**src/rtl/sreg_upd_pkg.sv**
```systemverilog
package sreg_upd_pkg;

  localparam logic [7:0] OPC_READ_LO   = 8'h05;
  localparam logic [7:0] OPC_READ_HI   = 8'h35;
  localparam logic [7:0] OPC_WEN_PERM  = 8'h06;
  localparam logic [7:0] OPC_WEN_TEMP  = 8'h50;
  localparam logic [7:0] OPC_WRITE_SR  = 8'h01;

  typedef enum logic [4:0] {
    SQ_IDLE,
    SQ_CUR_LO_OP, SQ_CUR_LO_DAT,
    SQ_CUR_HI_OP, SQ_CUR_HI_DAT,
    SQ_COMPARE,
    SQ_WEN,
    SQ_WR_OP, SQ_WR_LO, SQ_WR_HI,
    SQ_SETTLE,
    SQ_POLL_OP, SQ_POLL_DAT,
    SQ_CHK_LO_OP, SQ_CHK_LO_DAT,
    SQ_CHK_HI_OP, SQ_CHK_HI_DAT,
    SQ_FINISH
  } seq_state_e;

  typedef enum logic [1:0] {
    SH_IDLE, SH_LOW, SH_HIGH, SH_GAP
  } shift_state_e;

  function automatic logic is_byte_state(input seq_state_e s);
    case (s)
      SQ_CUR_LO_OP, SQ_CUR_LO_DAT, SQ_CUR_HI_OP, SQ_CUR_HI_DAT,
      SQ_WEN, SQ_WR_OP, SQ_WR_LO, SQ_WR_HI,
      SQ_POLL_OP, SQ_POLL_DAT,
      SQ_CHK_LO_OP, SQ_CHK_LO_DAT, SQ_CHK_HI_OP, SQ_CHK_HI_DAT:
        return 1'b1;
      default:
        return 1'b0;
    endcase
  endfunction

  function automatic logic [15:0] merge_bits(input logic [15:0] cur,
                                             input logic [15:0] msk,
                                             input logic [15:0] val);
    return (cur & ~msk) | (val & msk);
  endfunction

endpackage

```
**src/rtl/sreg_spi_byte.sv**
```systemverilog
module sreg_spi_byte
  import sreg_upd_pkg::*;
#(
  parameter int HALF_CYC = 2
) (
  input  logic       clk,
  input  logic       rst_n,
  input  logic       go,
  input  logic [7:0] tx_byte,
  input  logic       hold_cs,
  output logic       ready,
  output logic       byte_done,
  output logic [7:0] rx_byte,
  output logic       spi_cs_n,
  output logic       spi_sclk,
  output logic       spi_mosi,
  input  logic       spi_miso
);
  localparam int PW = (HALF_CYC < 2) ? 1 : $clog2(HALF_CYC);
  localparam logic [PW-1:0] PH_RELOAD = PW'(HALF_CYC - 1);

  shift_state_e st_q, st_d;
  logic [PW-1:0] ph_q, ph_d;
  logic [2:0]    bit_q, bit_d;
  logic [7:0]    tx_q, tx_d;
  logic [7:0]    rx_q, rx_d;
  logic          cs_n_q, cs_n_d;
  logic          sclk_q, sclk_d;
  logic          done_q, done_d;
  logic          hold_q, hold_d;

  always_comb begin
    st_d   = st_q;
    ph_d   = ph_q;
    bit_d  = bit_q;
    tx_d   = tx_q;
    rx_d   = rx_q;
    cs_n_d = cs_n_q;
    sclk_d = sclk_q;
    hold_d = hold_q;
    done_d = 1'b0;
    case (st_q)
      SH_IDLE: begin
        if (go) begin
          cs_n_d = 1'b0;
          tx_d   = tx_byte;
          hold_d = hold_cs;
          bit_d  = 3'd0;
          ph_d   = PH_RELOAD;
          st_d   = SH_LOW;
        end
      end
      SH_LOW: begin
        if (ph_q == '0) begin
          sclk_d = 1'b1;
          rx_d   = {rx_q[6:0], spi_miso};
          ph_d   = PH_RELOAD;
          st_d   = SH_HIGH;
        end else begin
          ph_d = ph_q - 1'b1;
        end
      end
      SH_HIGH: begin
        if (ph_q == '0) begin
          sclk_d = 1'b0;
          ph_d   = PH_RELOAD;
          if (bit_q == 3'd7) begin
            done_d = 1'b1;
            if (hold_q) begin
              st_d = SH_IDLE;
            end else begin
              cs_n_d = 1'b1;
              st_d   = SH_GAP;
            end
          end else begin
            tx_d  = {tx_q[6:0], 1'b0};
            bit_d = bit_q + 3'd1;
            st_d  = SH_LOW;
          end
        end else begin
          ph_d = ph_q - 1'b1;
        end
      end
      SH_GAP: begin
        if (ph_q == '0) st_d = SH_IDLE;
        else            ph_d = ph_q - 1'b1;
      end
      default: st_d = SH_IDLE;
    endcase
  end

  always_ff @(posedge clk or negedge rst_n) begin
    if (!rst_n) begin
      st_q   <= SH_IDLE;
      ph_q   <= '0;
      bit_q  <= 3'd0;
      tx_q   <= 8'h00;
      rx_q   <= 8'h00;
      cs_n_q <= 1'b1;
      sclk_q <= 1'b0;
      done_q <= 1'b0;
      hold_q <= 1'b0;
    end else begin
      st_q   <= st_d;
      ph_q   <= ph_d;
      bit_q  <= bit_d;
      tx_q   <= tx_d;
      rx_q   <= rx_d;
      cs_n_q <= cs_n_d;
      sclk_q <= sclk_d;
      done_q <= done_d;
      hold_q <= hold_d;
    end
  end

  assign ready     = (st_q == SH_IDLE);
  assign byte_done = done_q;
  assign rx_byte   = rx_q;
  assign spi_cs_n  = cs_n_q;
  assign spi_sclk  = sclk_q;
  assign spi_mosi  = tx_q[7];
endmodule

```
**src/rtl/sreg_wait_timer.sv**
```systemverilog
module sreg_wait_timer #(
  parameter int W = 8
) (
  input  logic         clk,
  input  logic         rst_n,
  input  logic         load,
  input  logic [W-1:0] load_val,
  output logic         expired
);
  logic [W-1:0] cnt_q, cnt_d;
  logic         cnt_en;

  always_comb begin
    cnt_en = load || (cnt_q != '0);
    cnt_d  = load ? load_val : (cnt_q - 1'b1);
  end

  always_ff @(posedge clk or negedge rst_n) begin
    if (!rst_n)      cnt_q <= '0;
    else if (cnt_en) cnt_q <= cnt_d;
  end

  assign expired = (cnt_q == '0);
endmodule

```
**src/rtl/sreg_seq_ctrl.sv**
```systemverilog
module sreg_seq_ctrl
  import sreg_upd_pkg::*;
#(
  parameter int TW            = 8,
  parameter int NV_TIMEOUT_CYC = 100,
  parameter int VOL_WAIT_CYC   = 10
) (
  input  logic          clk,
  input  logic          rst_n,
  input  logic          start,
  input  logic [15:0]   upd_mask,
  input  logic [15:0]   upd_value,
  input  logic          nonvolatile,
  input  logic          sh_ready,
  input  logic          sh_done,
  input  logic [7:0]    sh_rx,
  output logic          sh_go,
  output logic [7:0]    sh_tx,
  output logic          sh_hold,
  output logic          tmr_load,
  output logic [TW-1:0] tmr_val,
  input  logic          tmr_expired,
  output logic          done,
  output logic          locked_err,
  output logic [15:0]   sreg_image
);
  seq_state_e  st_q, st_d;
  logic        sent_q, sent_d;
  logic [15:0] cur_q, cur_d;
  logic [15:0] msk_q, val_q;
  logic        nv_q;
  logic        req_en;
  logic        err_q, err_d;
  logic [15:0] img_q, img_d;
  logic        res_en;
  logic [15:0] new_img;

  assign new_img = merge_bits(cur_q, msk_q, val_q);

  always_comb begin
    st_d     = st_q;
    cur_d    = cur_q;
    err_d    = err_q;
    img_d    = img_q;
    req_en   = 1'b0;
    res_en   = 1'b0;
    sh_tx    = 8'h00;
    sh_hold  = 1'b0;
    tmr_load = 1'b0;
    tmr_val  = TW'(VOL_WAIT_CYC);
    case (st_q)
      SQ_IDLE: if (start) begin
        req_en = 1'b1;
        st_d   = SQ_CUR_LO_OP;
      end
      SQ_CUR_LO_OP: begin
        sh_tx = OPC_READ_LO; sh_hold = 1'b1;
        if (sh_done) st_d = SQ_CUR_LO_DAT;
      end
      SQ_CUR_LO_DAT: if (sh_done) begin
        cur_d[7:0] = sh_rx;
        st_d = SQ_CUR_HI_OP;
      end
      SQ_CUR_HI_OP: begin
        sh_tx = OPC_READ_HI; sh_hold = 1'b1;
        if (sh_done) st_d = SQ_CUR_HI_DAT;
      end
      SQ_CUR_HI_DAT: if (sh_done) begin
        cur_d[15:8] = sh_rx;
        st_d = SQ_COMPARE;
      end
      SQ_COMPARE: begin
        if ((val_q & msk_q) == (cur_q & msk_q)) begin
          res_en = 1'b1; err_d = 1'b0; img_d = cur_q;
          st_d = SQ_FINISH;
        end else begin
          st_d = SQ_WEN;
        end
      end
      SQ_WEN: begin
        sh_tx = nv_q ? OPC_WEN_PERM : OPC_WEN_TEMP;
        if (sh_done) st_d = SQ_WR_OP;
      end
      SQ_WR_OP: begin
        sh_tx = OPC_WRITE_SR; sh_hold = 1'b1;
        if (sh_done) st_d = SQ_WR_LO;
      end
      SQ_WR_LO: begin
        sh_tx = new_img[7:0]; sh_hold = 1'b1;
        if (sh_done) st_d = SQ_WR_HI;
      end
      SQ_WR_HI: begin
        sh_tx = new_img[15:8];
        if (sh_done) begin
          tmr_load = 1'b1;
          tmr_val  = nv_q ? TW'(NV_TIMEOUT_CYC) : TW'(VOL_WAIT_CYC);
          st_d     = nv_q ? SQ_POLL_OP : SQ_SETTLE;
        end
      end
      SQ_SETTLE: if (tmr_expired) st_d = SQ_CHK_LO_OP;
      SQ_POLL_OP: begin
        sh_tx = OPC_READ_LO; sh_hold = 1'b1;
        if (sh_done) st_d = SQ_POLL_DAT;
      end
      SQ_POLL_DAT: if (sh_done) begin
        if (!sh_rx[0]) begin
          st_d = SQ_CHK_LO_OP;
        end else if (tmr_expired) begin
          res_en = 1'b1; err_d = 1'b1; img_d = {cur_q[15:8], sh_rx};
          st_d = SQ_FINISH;
        end else begin
          st_d = SQ_POLL_OP;
        end
      end
      SQ_CHK_LO_OP: begin
        sh_tx = OPC_READ_LO; sh_hold = 1'b1;
        if (sh_done) st_d = SQ_CHK_LO_DAT;
      end
      SQ_CHK_LO_DAT: if (sh_done) begin
        cur_d[7:0] = sh_rx;
        st_d = SQ_CHK_HI_OP;
      end
      SQ_CHK_HI_OP: begin
        sh_tx = OPC_READ_HI; sh_hold = 1'b1;
        if (sh_done) st_d = SQ_CHK_HI_DAT;
      end
      SQ_CHK_HI_DAT: if (sh_done) begin
        res_en = 1'b1;
        img_d  = {sh_rx, cur_q[7:0]};
        err_d  = (({sh_rx, cur_q[7:0]} ^ val_q) & msk_q) != 16'h0000;
        st_d   = SQ_FINISH;
      end
      SQ_FINISH: st_d = SQ_IDLE;
      default:   st_d = SQ_IDLE;
    endcase
  end

  always_comb begin
    sh_go  = is_byte_state(st_q) && sh_ready && !sent_q;
    sent_d = sent_q;
    if (sh_go)   sent_d = 1'b1;
    if (sh_done) sent_d = 1'b0;
  end

  always_ff @(posedge clk or negedge rst_n) begin
    if (!rst_n) begin
      st_q   <= SQ_IDLE;
      sent_q <= 1'b0;
      cur_q  <= 16'h0000;
    end else begin
      st_q   <= st_d;
      sent_q <= sent_d;
      cur_q  <= cur_d;
    end
  end

  always_ff @(posedge clk or negedge rst_n) begin
    if (!rst_n) begin
      msk_q <= 16'h0000;
      val_q <= 16'h0000;
      nv_q  <= 1'b0;
    end else if (req_en) begin
      msk_q <= upd_mask;
      val_q <= upd_value;
      nv_q  <= nonvolatile;
    end
  end

  always_ff @(posedge clk or negedge rst_n) begin
    if (!rst_n) begin
      err_q <= 1'b0;
      img_q <= 16'h0000;
    end else if (res_en) begin
      err_q <= err_d;
      img_q <= img_d;
    end
  end

  assign done       = (st_q == SQ_FINISH);
  assign locked_err = err_q;
  assign sreg_image = img_q;
endmodule

```
**src/rtl/sreg_mask_updater.sv**
```systemverilog
module sreg_mask_updater #(
  parameter int SPI_HALF_CYC   = 2,
  parameter int NV_TIMEOUT_CYC = 3000000,
  parameter int VOL_WAIT_CYC   = 100
) (
  input  logic        clk,
  input  logic        rst_n,
  input  logic        start,
  input  logic [15:0] upd_mask,
  input  logic [15:0] upd_value,
  input  logic        nonvolatile,
  output logic        done,
  output logic        locked_err,
  output logic [15:0] sreg_image,
  output logic        spi_cs_n,
  output logic        spi_sclk,
  output logic        spi_mosi,
  input  logic        spi_miso
);
  localparam int TMR_MAX = (NV_TIMEOUT_CYC > VOL_WAIT_CYC) ? NV_TIMEOUT_CYC : VOL_WAIT_CYC;
  localparam int TW      = $clog2(TMR_MAX + 1);

  logic          sh_go, sh_hold, sh_ready, sh_done;
  logic [7:0]    sh_tx, sh_rx;
  logic          tmr_load, tmr_expired;
  logic [TW-1:0] tmr_val;

  sreg_seq_ctrl #(
    .TW(TW), .NV_TIMEOUT_CYC(NV_TIMEOUT_CYC), .VOL_WAIT_CYC(VOL_WAIT_CYC)
  ) u_seq (
    .clk(clk), .rst_n(rst_n), .start(start),
    .upd_mask(upd_mask), .upd_value(upd_value), .nonvolatile(nonvolatile),
    .sh_ready(sh_ready), .sh_done(sh_done), .sh_rx(sh_rx),
    .sh_go(sh_go), .sh_tx(sh_tx), .sh_hold(sh_hold),
    .tmr_load(tmr_load), .tmr_val(tmr_val), .tmr_expired(tmr_expired),
    .done(done), .locked_err(locked_err), .sreg_image(sreg_image)
  );

  sreg_spi_byte #(.HALF_CYC(SPI_HALF_CYC)) u_spi (
    .clk(clk), .rst_n(rst_n), .go(sh_go), .tx_byte(sh_tx), .hold_cs(sh_hold),
    .ready(sh_ready), .byte_done(sh_done), .rx_byte(sh_rx),
    .spi_cs_n(spi_cs_n), .spi_sclk(spi_sclk), .spi_mosi(spi_mosi),
    .spi_miso(spi_miso)
  );

  sreg_wait_timer #(.W(TW)) u_tmr (
    .clk(clk), .rst_n(rst_n), .load(tmr_load), .load_val(tmr_val),
    .expired(tmr_expired)
  );
endmodule

```
**config.mk**
```make
export PLATFORM = sky130hd
export DESIGN_NAME = sreg_mask_updater
export DESIGN_NICKNAME = d
export VERILOG_FILES = /design/src/rtl/sreg_upd_pkg.sv /design/src/rtl/sreg_spi_byte.sv /design/src/rtl/sreg_wait_timer.sv /design/src/rtl/sreg_seq_ctrl.sv /design/src/rtl/sreg_mask_updater.sv
export SDC_FILE = /design/constraint.sdc
export NUM_CORES = 1
export LEC_CHECK = 0
export ABC_AREA = 1
export CELL_PAD_IN_SITES_DETAIL_PLACEMENT = 1
export CELL_PAD_IN_SITES_GLOBAL_PLACEMENT = 1
export CORE_ASPECT_RATIO = 2
export CORE_MARGIN = 1.5
export CORE_UTILIZATION = 39
export CTS_BUF_LIST = sky130_fd_sc_hd__clkbuf_8
export CTS_CLUSTER_DIAMETER = 200
export DETAILED_ROUTE_END_ITERATION = 7
export PLACE_DENSITY_LB_ADDON = 0.12
export SLEW_MARGIN = 20
export SYNTH_ARGS = -nofsm -noshare
export SYNTH_HDL_FRONTEND = slang
export SYNTH_HIERARCHICAL = 1
export SYNTH_SLANG_ARGS = --single-unit
```
**constraint.sdc**
```tcl
create_clock -name clk -period 2.37 [get_ports clk]
set_input_delay 0.237 -clock clk [delete_from_list [all_inputs] [get_ports clk]]
set_output_delay 0.237 -clock clk [all_outputs]
set_load 0.02 [all_outputs]
```
# After elaboration in Yosys (flattened, before gate mapping)
# Memory sizes are Yosys's and may differ from the RTL's.
# Cells that the tools add are included.
# op_classes
n_mux	80
reduce_logical	28
eq_ne	48
bitwise_logic	8
n_addsub	3
# op_table
cell	count
2-to-1 mux 5 bit	19
2-to-1 mux 22 bit	4
case mux 5 bit (17 select lines)	1
2-to-1 mux 16 bit	5
bitwise AND 16 bit	4
case mux 16 bit (3 select lines)	1
case mux 8 bit (6 select lines)	1
== test 5 x 4 -> 1 bit, second input constant	8
inequality test 2 x 1 -> 1 bit, second input constant	17
2-to-1 mux 1 bit	28
2-to-1 mux 8 bit	3
zero test 22 bit	1
nonzero test 22 bit	1
subtractor 22 x 1 -> 22 bit, second input constant	1
== test 5 x 3 -> 1 bit, second input constant	4
inequality test 2 bit, second input constant	9
== test 16 bit	1
NOT 16 bit	1
bitwise OR 16 bit	1
case mux 8 bit (2 select lines)	1
AND reduction 16 bit	1
nonzero test 16 bit	1
XOR 16 bit	1
2-to-1 mux 2 bit	6
30 further kinds	47
# word_totals
out_inout_bits	21
rom_bits	32
regBits	120
memories	1
# mem_list
name	words	width	read_ports	rd_ports_with_merged_regs	write_ports	line_no	text
(name not given)	32	1	1	0	0	sreg_upd_pkg.sv:28	case (s)

# Longest topological paths before layout
# logic_depth
ltp_word	6
mapped_depth	15
mapped_depth_nobuf	14

# Cells and area by module
# Netlist, hierarchy kept.
# by_module_without_submodules
module	instances	cells_each	area_per_inst_um2
sreg_seq_ctrl	1	552	4160.2
sreg_wait_timer	1	215	1455.1
sreg_spi_byte	1	149	1335.0

# Worst setup path before layout
# Ideal clock, no wire load.
# synth_timing
path_type	reg-to-reg
start	reg u_tmr.cnt_q[0]
end	reg u_seq.err_q (netlist: u_seq/locked_err)
path_slack_ps	294
t_required_ps	2253
period_less_slack_ps	2076
stages_incl_launch_ff	15
setup_time_ps	117
arrival_ps	1959
cell_sequence	dfrtp_1 -> inv_1 -> ha_1 -> nand2_2 -> nor2_2 -> nand4_1 -> nor2_1 -> nand2_1 -> nor3_1 -> a21oi_2 -> nand2_4 -> inv_4 -> buf_6 -> nand2_1 -> nand2_1
# synth_between
elab_chain_cells	6
word_cells_on_any_way	7
classes_between	1 x eq/ne; 4 x mux; 2 x reduce/logical
# synth_rtl
item	line_no	text
start: declaration	sreg_wait_timer.sv:10	logic [W-1:0] cnt_q, cnt_d;
start signal: assignment	sreg_wait_timer.sv:20	else if (cnt_en) cnt_q <= cnt_d;
zero test 22 bit *	sreg_wait_timer.sv:23	assign expired = (cnt_q == '0);
named net tmr_expired	sreg_mask_updater.sv:25	logic tmr_load, tmr_expired;
2-to-1 mux 1 bit	sreg_seq_ctrl.sv:108	end else if (tmr_expired) begin
2-to-1 mux 1 bit	sreg_seq_ctrl.sv:106	if (!sh_rx[0]) begin
2-to-1 mux 1 bit	sreg_seq_ctrl.sv:105	SQ_POLL_DAT: if (sh_done) begin
case mux 1 bit (3 select lines)	sreg_seq_ctrl.sv:51	case (st_q)
AND reduction 7 bit (no line) *	--	
end signal: assignment	sreg_seq_ctrl.sv:174	err_q <= err_d;
end: declaration	sreg_seq_ctrl.sv:33	logic err_q, err_d;
# Mark *: on every way through the listed nets, which the timed path passes. The rest lies on a longest branch.
# A chain may end at the register's enable or synchronous reset.

# Final worst setup path
# layout_timing
start	reg u_tmr.cnt_q[0]
end	reg u_seq.img_q[12] (netlist: u_seq/sreg_image[12])
# layout_between
elab_chain_cells	6
word_cells_on_any_way	7
classes_between	1 x eq/ne; 4 x mux; 2 x reduce/logical
# layout_rtl
item	line_no	text
zero test 22 bit *	sreg_wait_timer.sv:23	
named net tmr_expired	sreg_mask_updater.sv:25	
2-to-1 mux 1 bit	sreg_seq_ctrl.sv:108	
2-to-1 mux 1 bit	sreg_seq_ctrl.sv:106	
2-to-1 mux 1 bit	sreg_seq_ctrl.sv:105	
case mux 1 bit (3 select lines)	sreg_seq_ctrl.sv:51	
AND reduction 7 bit (no line) *	--	
end signal: assignment	sreg_seq_ctrl.sv:175	img_q <= img_d;
end: declaration	sreg_seq_ctrl.sv:34	logic [15:0] img_q, img_d;
# Marks and branches as above.

==> out/metrics.csv <==
metric,value,unit
status,finished clean,
h-tree-depth,4,
maxSlewViolCount,0,
ys_warn_count,6,
final_cells,1211,
worstHoldEndpoint,u_seq/msk_q[2]$_DFFE_PN0P_,
yosysMostFrequentCell,nand2_1,
ys_async_sr_fraction,1.00,
cts.clk_slew.worst_paths,0.07,ns
worst_skew_pair.late_latency,0.45,ns
fmax,0.469,GHz
arrival,2.47,ns
crit_path_end_kind,flip-flop,
yosys-top-cells-count,"nand2_1, dfrtp_1, nor2_1",
dp_cells,1173,
setup_violations,0,
synth_flop_cell,dfrtp_1,
tightestPinTransition,0.670,ns
synthCells,916,
r2r_cells,13,
antenna_found_initial,0,
synth.avg_cell_area,7.59,sq um
ys_seq_area_frac,0.432,
gp_congestion,0.943,
track_usage,0.235,
place_hpwl,16100,um
dieHeight,192,um
required,2.71,ns
dr.pass1.iters,4,
postRouteAntennaNets,0,
hold_depth,3,
start_util,0.400,
die_w,97.4,um
period_share,0.899,
worstHoldStart,upd_mask[2],
root_buffer,clkbuf_8,
crit_family,simple AND/OR/NAND/NOR gates,
nFillCells,2212,
design.core.area,17400,sq um
syn_to_final_growth,17.4,%
synth_top_area_share,0.428,
drc,0,
first_iter_violations,213,
slew_headroom,0.553,
row_count,68,
synthesis.area,6950,sq um
maxCapViolCount,0,
via_count,6155,
path_common_cell,nand2_1,
reg2reg_to,u_seq/sreg_image[12]$_DFFE_PN0P_,
max-vdd-ir-drop,0.000541,V
slowest_stage,dfrtp_1,
grt_max_degree,49,
portBuffers,57,
fin_util,0.470,
wl_per_cell,16.8,um
synth_edf_count,0,
grt_pass1_vias,6528,
synthTopCellsByArea,"dfrtp_1, nand2_1, nor2_1",
ff2ff_setup_slack,0.24,ns
placed_area,7720,sq um
power.leakage,3.82,nW
diodes,0,
min_period,2.13,ns
cts_buffers,17,
final_design_area_no_fill,8160,sq um
slowest_delay,0.37,ns
clock_path_buffers,2,
r2r-start,u_tmr/cnt_q[0]$_DFFE_PN0P_,
fin_nets,1032,
skew,0.0101,ns
crit_fanout,17,
cts_tree,built,
path_cells,inv_1 > ha_1 > nand2_2 > nor2_4 > nand4_1 > nor2_2 > nand2_1 > nor3_1 > a21oi_2 > nand2_4 > inv_4 > nand2_1 > nand2_1,
hp-class,in2reg,
worstSetupStartpointType,flip-flop,
via_per_inst,5.08,
critPathKind,reg2reg,
io_pins,58,
finalWirelength,20300,um
powerDensity,978,nW/um^2
grt_pass1_wl,34000,um
cts_sinks,120,
synth_top_area_cell,dfrtp_1,
drive_gt1_frac,0.127,
synth_seq_cells,120,
synth_cell_types,45,
grt_overflow,0,
cp.buffers_inverters,2,
fp.dieArea,18700,sq um
hold_viol,0,
==> cell usage in the layout (no fill, tap or decap), types with 3 or more instances in the layout <==
cell	instances
o21ai_2	8
o21ai_1	15
nor2_1	85
nand3_1	55
mux2_1	17
o21ai_0	56
clkinvlp_4	4
clkinv_2	4
a21oi_1	22
buf_4	26
clkbuf_8	18
nand2_2	8
clkdlybuf4s50_1	55
o2111ai_1	3
conb_1	11
nand2_1	304
o211ai_1	12
ha_1	7
dfrtp_1	119
nand4_1	12
inv_2	16
xor2_1	8
nor2_2	11
or2_2	6
buf_12	3
nand3_2	4
nor2_4	6
inv_1	71
xnor2_1	7
==> where the power goes <==
group	internal, mW	total [mW]	leakage (nW)	switching, mW
logic	1.14	3.03	2.14	1.89
clock network	0.946	1.82	0.193	0.873
registers	2.56	3.12	1.48	0.566
total	4.65	7.98	3.82	3.33
==> state kept, by name, indices dropped and copies added (netlist names), 2 cells and up <==
signal	cells
u_seq/st_q	5
u_spi/tx_q	8
u_spi/st_q	2
u_seq/cur_q	16
u_seq/sreg_image	16
u_tmr/cnt_q	22
u_seq/msk_q	16
u_seq/val_q	16
u_spi/rx_byte	8
u_spi/bit_q	3
==> worst min-delay path: stages <==
cell,delay [ns]
clkdlybuf4s50_1,0.40
nor2_1,0.10
a21oi_1,0.04
==> cell families after synthesis <==
| kind of cell | count (synthesis) | synth area share |
|---|---|---|
| compound gates | 127 | 0.109 |
| xor+xnor | 15 | 0.0189 |
| fa+ha+maj | 7 | 0.0126 |
| buf+inv | 128 | 0.0911 |
| flops | 120 | 0.432 |
| mux | 17 | 0.0275 |
| other cells | 2 | 0.00108 |
| simple gates | 500 | 0.308 |
==> metrics by stage <==
stage,setup TNS [ns],setup WS (ns),hold WS [ns],total power [mW]
after floorplan,0,0.294,-0.0586,5.23
after CTS,0,0.0559,0.338,8.11
after detailed placement,0,0.0973,0.322,6.25
after global placement,0,0.224,0.326,6.16
final,0,0.239,0.360,7.98
after global routing,-0.00147,-0.00147,0.352,8.64
==> worst max path at each step <==
stage / slack (ns) / from / cells past startpoint / endpoint
after floorplan: 0.29 / u_tmr/cnt_q[0]$_DFFE_PN0P_ / 14 / u_seq/locked_err$_DFFE_PN0P_
after global placement: 0.22 / u_tmr/cnt_q[0]$_DFFE_PN0P_ / 13 / u_seq/sreg_image[0]$_DFFE_PN0P_
after detailed placement: 0.1 / u_tmr/cnt_q[0]$_DFFE_PN0P_ / 13 / u_seq/sreg_image[12]$_DFFE_PN0P_
after CTS: 0.06 / u_seq/st_q[3]$_DFFE_PN0P_ / 4 / done
after global routing: -0.001 / u_tmr/cnt_q[0]$_DFFE_PN0P_ / 13 / u_seq/sreg_image[0]$_DFFE_PN0P_
final: 0.24 / u_tmr/cnt_q[0]$_DFFE_PN0P_ / 13 / u_seq/sreg_image[12]$_DFFE_PN0P_
==> area by class of cell <==
class	count	area, sq um	area share
Timing Repair Buffer	86	828	0.102
Tap cell	210	263	0.0322
Sequential cell	120	3000	0.368
Clock inverter	14	135	0.0166
Clock buffer	18	248	0.0304
Multi-Input combinational cell	677	3360	0.411
Inverter	86	325	0.0399
==> repair_timing <==
item | in CTS | in global routing
endpoints found under the setup margin | 0 | 18
hold endpoints to repair | 44 | 0
hold buffers | 1 | 0
setup buffers | 0 | 5
gates resized for setup | 0 | 3
==> per-layer routing <==
metal	part of all wire	global-route usage	vias up
li1	-	-	3046
met1	0.37	0.241	2985
met2	0.58	0.464	93
met3	0.020	0.0375	31
met4	0.030	0.0940	0
met5	0	0	-
Note: power is estimated with default switching activity, not from simulation.
